[src/rtl/col_slot_pkg.sv]
package col_slot_pkg;
  localparam int BE_W   = 16;
  localparam int LANE_W = BE_W / 2;

  typedef enum logic [1:0] {
    XOP_NOP = 2'b00,
    XOP_PRE = 2'b01
  } xop_e;

  typedef struct packed {
    logic              partial;
    logic [LANE_W-1:0] mask_a;
    logic [LANE_W-1:0] mask_b;
  } slot_item_t;
endpackage

[src/rtl/col_slot_classify.sv]
module col_slot_classify
  import col_slot_pkg::*;
(
  input  logic            is_write,
  input  logic [BE_W-1:0] be,
  output slot_item_t      item
);
  logic all_on;

  always_comb begin
    all_on = &be;
    item = '0;
    if (is_write && !all_on) begin
      item.partial = 1'b1;
      item.mask_a  = be[LANE_W-1:0];
      item.mask_b  = be[BE_W-1:LANE_W];
    end
  end
endmodule

[src/rtl/col_slot_delay_line.sv]
module col_slot_delay_line
  import col_slot_pkg::*;
#(
  parameter int DEPTH = 8,
  parameter int DLY_W = 4
) (
  input  logic             clk,
  input  logic             rst_n,
  input  logic             in_valid,
  input  slot_item_t       in_item,
  input  logic [DLY_W-1:0] sel,
  output logic             out_valid,
  output slot_item_t       out_item,
  output logic             empty
);
  logic [DEPTH-1:0] vld;
  slot_item_t       stage [DEPTH];

  for (genvar i = 0; i < DEPTH; i++) begin : g_stage
    if (i == 0) begin : g_head
      always_ff @(posedge clk) begin
        if (!rst_n) vld[0] <= 1'b0;
        else        vld[0] <= in_valid;
        stage[0] <= in_item;
      end
    end else begin : g_body
      always_ff @(posedge clk) begin
        if (!rst_n) vld[i] <= 1'b0;
        else        vld[i] <= vld[i-1];
        stage[i] <= stage[i-1];
      end
    end
  end

  always_comb begin
    out_valid = 1'b0;
    out_item  = '0;
    for (int i = 0; i < DEPTH; i++) begin
      if (sel == DLY_W'(i + 1)) begin
        out_valid = vld[i];
        out_item  = stage[i];
      end
    end
  end

  assign empty = ~|vld;

  AST_EMPTY_NO_OUT: assert property (@(posedge clk) disable iff (!rst_n)
    empty |-> !out_valid);
endmodule

[src/rtl/col_mask_slot_gen.sv]
module col_mask_slot_gen
  import col_slot_pkg::*;
#(
  parameter int MAX_DLY = 8,
  parameter int DLY_W   = 4,
  parameter int BANK_W  = 5
) (
  input  logic              clk,
  input  logic              rst_n,
  input  logic [DLY_W-1:0]  cfg_delay,
  input  logic              cmd_valid,
  output logic              cmd_ready,
  input  logic              cmd_is_write,
  input  logic [BE_W-1:0]   cmd_be,
  input  logic              pre_req,
  input  logic [BANK_W-1:0] pre_bank,
  output logic              pre_ack,
  output logic              slot_valid,
  output logic              slot_is_mask,
  output logic              slot_mbit,
  output logic [LANE_W-1:0] slot_mask_a,
  output logic [LANE_W-1:0] slot_mask_b,
  output logic [1:0]        slot_xop,
  output logic [BANK_W-1:0] slot_xbank
);
  localparam logic [DLY_W-1:0] DLY_MAX = DLY_W'(MAX_DLY);
  localparam logic [DLY_W-1:0] DLY_ONE = DLY_W'(1);

  logic [DLY_W-1:0] want_dly, active_dly;
  logic             accept, pipe_empty, tap_valid;
  slot_item_t       new_item, tap_item;

  always_comb begin
    if (cfg_delay == '0)          want_dly = DLY_ONE;
    else if (cfg_delay > DLY_MAX) want_dly = DLY_MAX;
    else                          want_dly = cfg_delay;
  end

  assign cmd_ready = (want_dly == active_dly);
  assign accept    = cmd_valid && cmd_ready;

  always_ff @(posedge clk) begin
    if (!rst_n)                                active_dly <= DLY_ONE;
    else if (!cmd_ready && pipe_empty)         active_dly <= want_dly;
  end

  col_slot_classify u_classify (
    .is_write (cmd_is_write),
    .be       (cmd_be),
    .item     (new_item)
  );

  col_slot_delay_line #(.DEPTH(MAX_DLY), .DLY_W(DLY_W)) u_line (
    .clk       (clk),
    .rst_n     (rst_n),
    .in_valid  (accept),
    .in_item   (new_item),
    .sel       (active_dly),
    .out_valid (tap_valid),
    .out_item  (tap_item),
    .empty     (pipe_empty)
  );

  always_comb begin
    slot_valid   = tap_valid;
    slot_is_mask = 1'b0;
    slot_mbit    = 1'b0;
    slot_mask_a  = '0;
    slot_mask_b  = '0;
    slot_xop     = XOP_NOP;
    slot_xbank   = '0;
    pre_ack      = 1'b0;
    if (tap_valid) begin
      if (tap_item.partial) begin
        slot_is_mask = 1'b1;
        slot_mbit    = 1'b1;
        slot_mask_a  = tap_item.mask_a;
        slot_mask_b  = tap_item.mask_b;
      end else if (pre_req) begin
        slot_xop   = XOP_PRE;
        slot_xbank = pre_bank;
        pre_ack    = 1'b1;
      end
    end
  end

  AST_MASK_NOT_FULL: assert property (@(posedge clk) disable iff (!rst_n)
    (slot_valid && slot_is_mask) |-> !(&{slot_mask_b, slot_mask_a}));
  AST_EXT_MASKS_ZERO: assert property (@(posedge clk) disable iff (!rst_n)
    (slot_valid && !slot_is_mask) |-> (slot_mask_a == '0 && slot_mask_b == '0));
  AST_ACK_ONLY_EXT: assert property (@(posedge clk) disable iff (!rst_n)
    pre_ack |-> (slot_valid && !slot_is_mask && pre_req));
  AST_UNIT_DELAY: assert property (@(posedge clk) disable iff (!rst_n)
    (accept && active_dly == DLY_ONE) |=> slot_valid);
  AST_SWITCH_QUIET: assert property (@(posedge clk) disable iff (!rst_n)
    !$stable(active_dly) |-> !slot_valid);
endmodule

[config.mk]
export PLATFORM = sky130hd
export DESIGN_NAME = col_mask_slot_gen
export DESIGN_NICKNAME = d
export VERILOG_FILES = /design/src/rtl/col_slot_pkg.sv /design/src/rtl/col_slot_classify.sv /design/src/rtl/col_slot_delay_line.sv /design/src/rtl/col_mask_slot_gen.sv
export SDC_FILE = /design/constraint.sdc
export NUM_CORES = 1
export LEC_CHECK = 0
export ABC_AREA = 1
export BUFFER_PORTS_ARGS = -buffer_cell sky130_fd_sc_hd__buf_2
export CAP_MARGIN = 25
export CORE_UTILIZATION = 57
export CTS_BUF_LIST = sky130_fd_sc_hd__clkbuf_16
export DETAILED_ROUTE_END_ITERATION = 12
export GPL_TIMING_DRIVEN = 0
export PLACE_DENSITY = 0.75
export SETUP_SLACK_MARGIN = 0.1
export SYNTH_ARGS = -nofsm -noshare
export SYNTH_HDL_FRONTEND = slang
export SYNTH_HIERARCHICAL = 1
export SYNTH_SLANG_ARGS = --single-unit
[constraint.sdc]
create_clock -name clk -period 2.57 [get_ports clk]
set_input_delay 0.1285 -clock clk [delete_from_list [all_inputs] [get_ports clk]]
set_output_delay 0.1285 -clock clk [all_outputs]
set_load 0.01 [all_outputs]
==> impl_metrics.csv, run 1 <==
group,metric,value,unit
detailed_routing,wl,11000,um
synthesis,synth_nets,585,
sta,rsz0062_at_grt,"no",
worst_setup_path,critPathRequiredTime,2.44,ns
cells_and_area,syn2layout_area_growth,27.4,%
worst_setup_path,cp_data_arrival_time,2.32,ns
worst_setup_path,crit_fanout,7,
clocking,htree_levels,4,
sta,slew_violations,0,
floorplanning,dieArea,9060,um2
synthesis,synth.area.top_cells,"dfxtp_1, nand2_1, nand3_1",
synthesis,synth.area.mux_share,0.404,%
pwr,p_clk_share,42.9,%
synthesis,syn_inst,555,
synthesis,synth_warnings,6,
grt,antenna_found_initial,0,
pwr,p_per_area,824,nW/um2
floorplanning,die_h,95.2,um
sta,fin_skew,0.00873,ns
placement,io_buffers,56,
detailed_routing,viasPerCell,5.06,
worst_setup_path,worstReg2RegStart,"u_line/vld[4]",
flow_run,maxCapViolCount,0,
sta,final-hold-violation-count,0,
worst_setup_path,end_kind,"primary output",
status,outcome,"finished clean",
synthesis,synth-seq-area-share,59.8,%
worst_setup_path,crit_chain,"nor2_4 -> buf_6 -> nand3_1 -> nand4_1 -> nand2_1 -> nand4_1 -> nand2_4 -> buf_4 -> buf_4 -> nor2_1 -> buf_2",
grt,grt_pass1_wl,16800,um
detailed_routing,dr.pass1.iters,5,
worst_setup_path,crit_path_max_incr_delay,0.38,ns
detailed_routing,drtIter0Drc,241,
synthesis,synth_top_area_share,59.8,%
clocking,clock_latency,0.41,ns
sta,post-route-period-util,95.4,%
synthesis,synth-adder-area-share,0,%
hold_path,hp-start,"cmd_valid",
clocking,tritoncts,"built",
synthesis,synth_area,4950,um2
sta,setup_viol_count_final,0,
sta,setup_tns,0,ns
synthesis,synth_compound_area_share,2.63,%
detailed_routing,dr_total_vias,3975,
pwr,combPwrFrac,9.2,%
synthesis,synthXorXnorAreaFrac,0,%
synthesis,synth_async_sr_flop_share,0,%
detailed_routing,ant_nets,0,
floorplanning,coreArea,8300,um2
pwr,p_int,3870,uW
clocking,clk_pin_slew,0.06,ns
cells_and_area,layout.nets,698,
synthesis,syn_avg_cell_area,8.92,um2
sta,layout_min_cycle_time,2.45,ns
synthesis,yosysMostFrequentCell,"dfxtp_1",
grt,grtUsageTotal,24.8,%
floorplanning,initial_utilization,59.7,%
worst_setup_path,startpoint,"active_dly[3]",
grt,grt_overflow,0,
pwr,sw_frac_of_total,25.5,%
synthesis,yosysUniqueCellTypes,29,
clocking,cts_buffers,17,
worst_setup_path,cpMaxStageDelayCell,"dfxtp_4",
clocking,cts_sinks,148,
pwr,leakage,0.00292,uW
grt,grt_max_degree,17,
synthesis,yosysTopAreaCell,"dfxtp_1",
detailed_routing,drc_errors,0,
cells_and_area,drive_gt1_share,23.9,%
hold_path,min_path_type,"in -> reg",
synthesis,synth-edff-count,0,
pwr,pwr-share-seq,47.8,%
synthesis,synth_top_family_by_area,"simple AND/OR/NAND/NOR gates",
cells_and_area,fill_cells,554,
synthesis,synth_top_cells_by_count,"dfxtp_1, nand2_1, nand3_1, inv_1, nor2_1",
placement,gp_congestion,0.779,
pwr,p_sw,1320,uW
worst_setup_path,start_kind,"flip-flop",
floorplanning,rows,33,
sta,max_freq,408,MHz
grt,grt_pass1_vias,3642,
pwr,vdd_ir_drop_max,0.576,mV
detailed_routing,routedWlPerCell,14.0,um
clocking,cts_root_buf,"clkbuf_16",
synthesis,ys_ff_latch,148,
placement,hpwlAfterDp,6920,um
synthesis,synthFlopType,"dfxtp_1",
placement,dp.cells,716,
cells_and_area,antenna_cells,0,
worst_setup_path,worstSetupPathType,"reg -> out",
synthesis,yosys.area_share.simple,28.5,%
cells_and_area,final_cells,786,
clocking,clk_path_buf_depth,2,
floorplanning,io_pins,58,
floorplanning,dieWidth,95.2,um
-- timing repair --
action,in CTS,in global routing
cloned,0,0
pin swaps,3,7
resized for setup,14,15
setup buffers,4,17
hold buffers,17,0
endpoints found under the hold margin,20,0
endpoints found under the setup margin,25,22
-- placed cells by master, fill, tap and decap left out, types with 3 or more instances in the layout --
cell,Yosys,layout
nor3_1,19,19
clkinvlp_4,0,3
buf_2,8,61
nand3_1,63,63
nand2_1,110,108
nand2_2,3,4
or2_0,7,7
nand4_1,33,33
o211ai_1,16,16
or2_2,7,7
dlygate4sd3_1,0,17
nor2_2,2,3
inv_1,60,60
nor2_1,38,36
inv_2,4,4
buf_4,9,27
clkbuf_16,0,17
or2_1,3,3
dfxtp_1,148,144
buf_6,4,9
inv_6,0,5
dfxtp_4,0,4
clkinv_4,0,4
clkbuf_1,4,3
nor2_4,4,5
-- power groups by stage --
stage                     combinational (uW)  sequential (uW)  clock [uW]
after floorplan                          266             2510           0
after global placement                   364             2520           0
after detailed placement                 375             2530           0
after CTS                                417             2480        2260
after global routing                     526             2500        2380
final                                    480             2490        2230
-- routing by layer --
layer	up-vias	global-route usage, %	wire length [um]
met2	151	42.3	5450
met3	16	7.26	633
met4	0	8.71	165
met1	1786	29.8	4750
met5	-	0	0
li1	2022	-	-
-- kinds of logic (layout without fill, tap and decap cells) --
group	after synthesis	after routing
flip-flops	148	148
AO/OA/AOI/OAI	18	18
buffers and inverters	92	218
multiplexers	2	2
AND/OR/NAND/NOR	294	294
other	1	1
-- metrics by stage --
step	hold WS (ns)	worst slack, ns	util [%]	cell area [um2]	power, uW
2_1_floorplan	0.197	0.413	-	4950	2770
3_3_place_gp	0.327	0.0159	64.6	5360	2890
3_5_place_dp	0.331	-0.0364	64.6	5360	2910
4_1_cts	0.00403	0.0863	74.0	6140	5160
5_1_grt	0.0700	0.00508	76.0	6310	5400
6_report	0.0171	0.119	76.0	6310	5200
-- registers in the layout, indices dropped and copies added (netlist names) --
register,flops
u_line/vld,8
active_dly,4
u_line/stage,136
-- worst paths after layout --
kind | slack (ns) | cells after the start | endpoint
min reg2reg | 0.34 | 0 | u_line/stage[1][33]
max reg2reg | 1.13 | 6 | active_dly[0]
min | 0.02 | 5 | u_line/vld[0]
max | 0.12 | 11 | slot_mask_a[4]
-- layout make-up --
class / instances / area [um2] / share of cell area (%)
well taps: 105 / 131 / 2.08
multi-input cells: 315 / 1590 / 25.1
clock inverters: 15 / 121 / 1.92
flip-flops and latches: 148 / 2980 / 47.2
clock buffers: 17 / 425 / 6.74
inverters: 66 / 251 / 3.99
plain buffers: 26 / 206 / 3.27
repair buffers: 94 / 609 / 9.66
-- critical path, delay by kind of cell, from the launching register on --
kind                   cells  cell delay, ns
DFF                        1            0.38
buffers and inverters      4            0.59
and+or+nand+nor            7            0.94
No activity file was read; power rests on OpenSTA's default activity.
==> inputs of run 2 (changes only) <==
--- a/config.mk
+++ b/config.mk
@@ -12,7 +12,9 @@
 export CTS_BUF_LIST = sky130_fd_sc_hd__clkbuf_16
 export DETAILED_ROUTE_END_ITERATION = 12
 export GPL_TIMING_DRIVEN = 0
+export HOLD_SLACK_MARGIN = 0.06
 export PLACE_DENSITY = 0.75
+export REMOVE_ABC_BUFFERS = 1
 export SETUP_SLACK_MARGIN = 0.1
 export SYNTH_ARGS = -nofsm -noshare
 export SYNTH_HDL_FRONTEND = slang
==> constraint.sdc (replaced) <==
create_clock -name clk -period 2.8 [get_ports clk]
set_input_delay 0.14 -clock clk [delete_from_list [all_inputs] [get_ports clk]]
set_output_delay 0.14 -clock clk [all_outputs]
set_load 0.01 [all_outputs]
==> run 2 against run 1 <==
Worst setup slack better by 0.069 ns. Final area fell by 2.4%. Non-clock buffer count is 28 lower. Routed wire length is 5.3% higher. Hold slack better by 0.14 ns. First-iteration DRC count up 13%. Combinational power shrank 16%. Global-route usage is 1.9 points higher. Critical path type unchanged. Critical endpoint is now slot_mask_a[6]. Largest cell class unchanged. Highest routed layer unchanged.
==> impl_metrics.csv, run 2 (synthesis results as in run 1) <==
group,metric,value,unit
cells_and_area,antenna_cells,0,
sta,slew_violations,0,
detailed_routing,dr_total_vias,4045,
placement,io_buffers,56,
worst_setup_path,start_kind,"flip-flop",
cells_and_area,final_cells,760,
floorplanning,coreArea,8300,um2
sta,whs,0.157,ns
cells_and_area,largest_reg_flops,136,
worst_setup_path,cp_top_family,"simple AND/OR/NAND/NOR gates",
sta,setup_viol_count_final,0,
worst_setup_path,r2r_slack,1.29,ns
cells_and_area,layout.cells.most_common_list,"dfxtp_1, nand2_1, nand3_1",
pwr,sw_frac_of_total,25.3,%
floorplanning,rows,33,
pwr,vdd_ir_drop_max,0.467,mV
grt,grt_pass1_vias,3627,
worst_setup_path,cpMaxStageDelayCell,"dfxtp_4",
grt,grt_max_degree,34,
clocking,htree_levels,4,
floorplanning,dieArea,9060,um2
pwr,p_int,3620,uW
detailed_routing,drtIter0Drc,273,
grt,grtUsageTotal,26.8,%
worst_setup_path,crit_buf_inv,4,
detailed_routing,drc_errors,0,
sta,max_slew.worst_pin.slew,0.649,ns
cells_and_area,reg_top3,"u_line/stage: 136 flops, u_line/vld: 8 flops, active_dly: 4 flops",
pwr,p_per_area,786,nW/um2
detailed_routing,wl,11600,um
floorplanning,io_pins,58,
pwr,pwr-share-seq,47.2,%
grt,antenna_found_initial,0,
placement,hpwlAfterDp,6460,um
clocking,clk_pin_slew,0.06,ns
sta,final-hold-violation-count,0,
cells_and_area,multiInputGateArea,1610,um2
cells_and_area,syn2layout_area_growth,24.4,%
status,outcome,"finished clean",
worst_setup_path,crit_chain,"buf_4 -> nor2_4 -> inv_1 -> nor3_4 -> buf_4 -> nand2_1 -> nand4_1 -> nand2_4 -> nor2_1 -> buf_2",
cells_and_area,finish.utilization,74.2,%
clocking,cts_buffers,17,
placement,dp.cells,692,
clocking,clk_path_buf_depth,2,
grt,grt_pass1_wl,17700,um
sta,max_freq,383,MHz
worst_setup_path,crit_fanout,17,
pwr,leakage,0.00283,uW
clocking,cts_sinks,148,
cells_and_area,drive_gt1_share,21.1,%
detailed_routing,viasPerCell,5.32,
cells_and_area,fill_cells,565,
hold_path,min_path_type,"in -> reg",
sta,layout_min_cycle_time,2.61,ns
placement,gp_congestion,0.797,
grt,grt_overflow,0,
clocking,cts_root_buf,"clkbuf_16",
floorplanning,dieWidth,95.2,um
pwr,p_clk_share,44.5,%
floorplanning,die_h,95.2,um
worst_setup_path,cp_data_arrival_time,2.47,ns
flow_run,maxCapViolCount,0,
worst_setup_path,worstSetupPathType,"reg -> out",
detailed_routing,ant_nets,0,
cells_and_area,final_common_cell,"dfxtp_1",
sta,fin_skew,0.00438,ns
detailed_routing,routedWlPerCell,15.3,um
clocking,tritoncts,"built",
worst_setup_path,end_kind,"primary output",
pwr,combPwrFrac,8.3,%
worst_setup_path,crit_path_max_incr_delay,0.36,ns
sta,rsz0062_at_grt,"yes",
sta,slew_headroom,56.7,%
worst_setup_path,cpMostUsedCell,"buf_4",
cells_and_area,seq_area,2980,um2
worst_setup_path,critPathRequiredTime,2.66,ns
sta,post-route-period-util,93.3,%
cells_and_area,layout.nets,672,
floorplanning,initial_utilization,59.7,%
cells_and_area,max_flop_register,"u_line/stage",
clocking,clock_latency,0.41,ns
detailed_routing,dr.pass1.iters,5,
pwr,p_sw,1220,uW
[run 2: cell types whose count changed in the layout (fill, tap and decap cells not counted), moves of 2 or more]
cell / before / now
buf_2: 61 / 56
buf_4: 27 / 16
buf_6: 9 / 1
clkbuf_1: 3 / 0
clkbuf_2: 2 / 0
clkinvlp_4: 3 / 1
inv_2: 4 / 2
nand2_2: 4 / 2
[run 2: final cells by class]
cell class / count / share of cell area (%)
tap: 105 / 2.13
multi-input combinational: 317 / 26.1
inverter: 66 / 4.12
clock inverter: 15 / 2.38
clock buffer: 17 / 6.91
sequential: 148 / 48.3
timing repair buffer: 92 / 10.1
[run 2: power groups by stage]
stage | Clock, uW | Combinational, uW | Sequential [uW]
floorplan | 0 | 207 | 2310
global placement | 0 | 295 | 2320
detailed placement | 0 | 324 | 2330
CTS | 2170 | 388 | 2280
global route | 2260 | 442 | 2290
finish | 2160 | 403 | 2280
[run 2: path summary, 6_finish.rpt]
path	end	cells after the start	from
worst max-delay path	slot_mask_a[6]	10	active_dly[0]
worst min-delay path	active_dly[2]	5	cfg_delay[2]
worst max register to register	active_dly[1]	5	u_line/vld[5]
worst min register to register	u_line/stage[1][26]	0	u_line/stage[1][9]
[run 2: routing by layer]
metal	vias up	part of all wire [%]	GRT usage [%]	routed length [um]
met1	1865	42	31.7	4840
met5	-	0	0	0
met2	163	49	45.5	5650
met3	36	6.2	5.34	720
met4	0	3.3	14.3	378
li1	1981	-	-	-
[run 2: stage by stage]
step / setup TNS (ns) / power, uW / setup WS (ns) / instance area (um2)
floorplan: -4.19 / 2520 / -0.260 / 4780
global route: 0 / 5000 / 0.0887 / 6160
CTS: 0 / 4840 / 0.109 / 6110
global placement: -38.55 / 2620 / -1.67 / 5190
finish: 0 / 4840 / 0.188 / 6160
detailed placement: -24.73 / 2650 / -1.14 / 5230
[run 2: worst min-delay path: cells and delay by family]
kind	cells	cell delay, ns
AND/OR/NAND/NOR	4	0.28
buffers and inverters	1	0.12
[run 2: what timing repair did]
action / in CTS / in global routing
gates cloned: 1 / 1
endpoints found under the hold margin: 28 / 0
setup buffers: 11 / 5
resized for setup: 11 / 5
hold buffers: 18 / 0
setup endpoints to repair: 26 / 23
pin swaps: 4 / 4
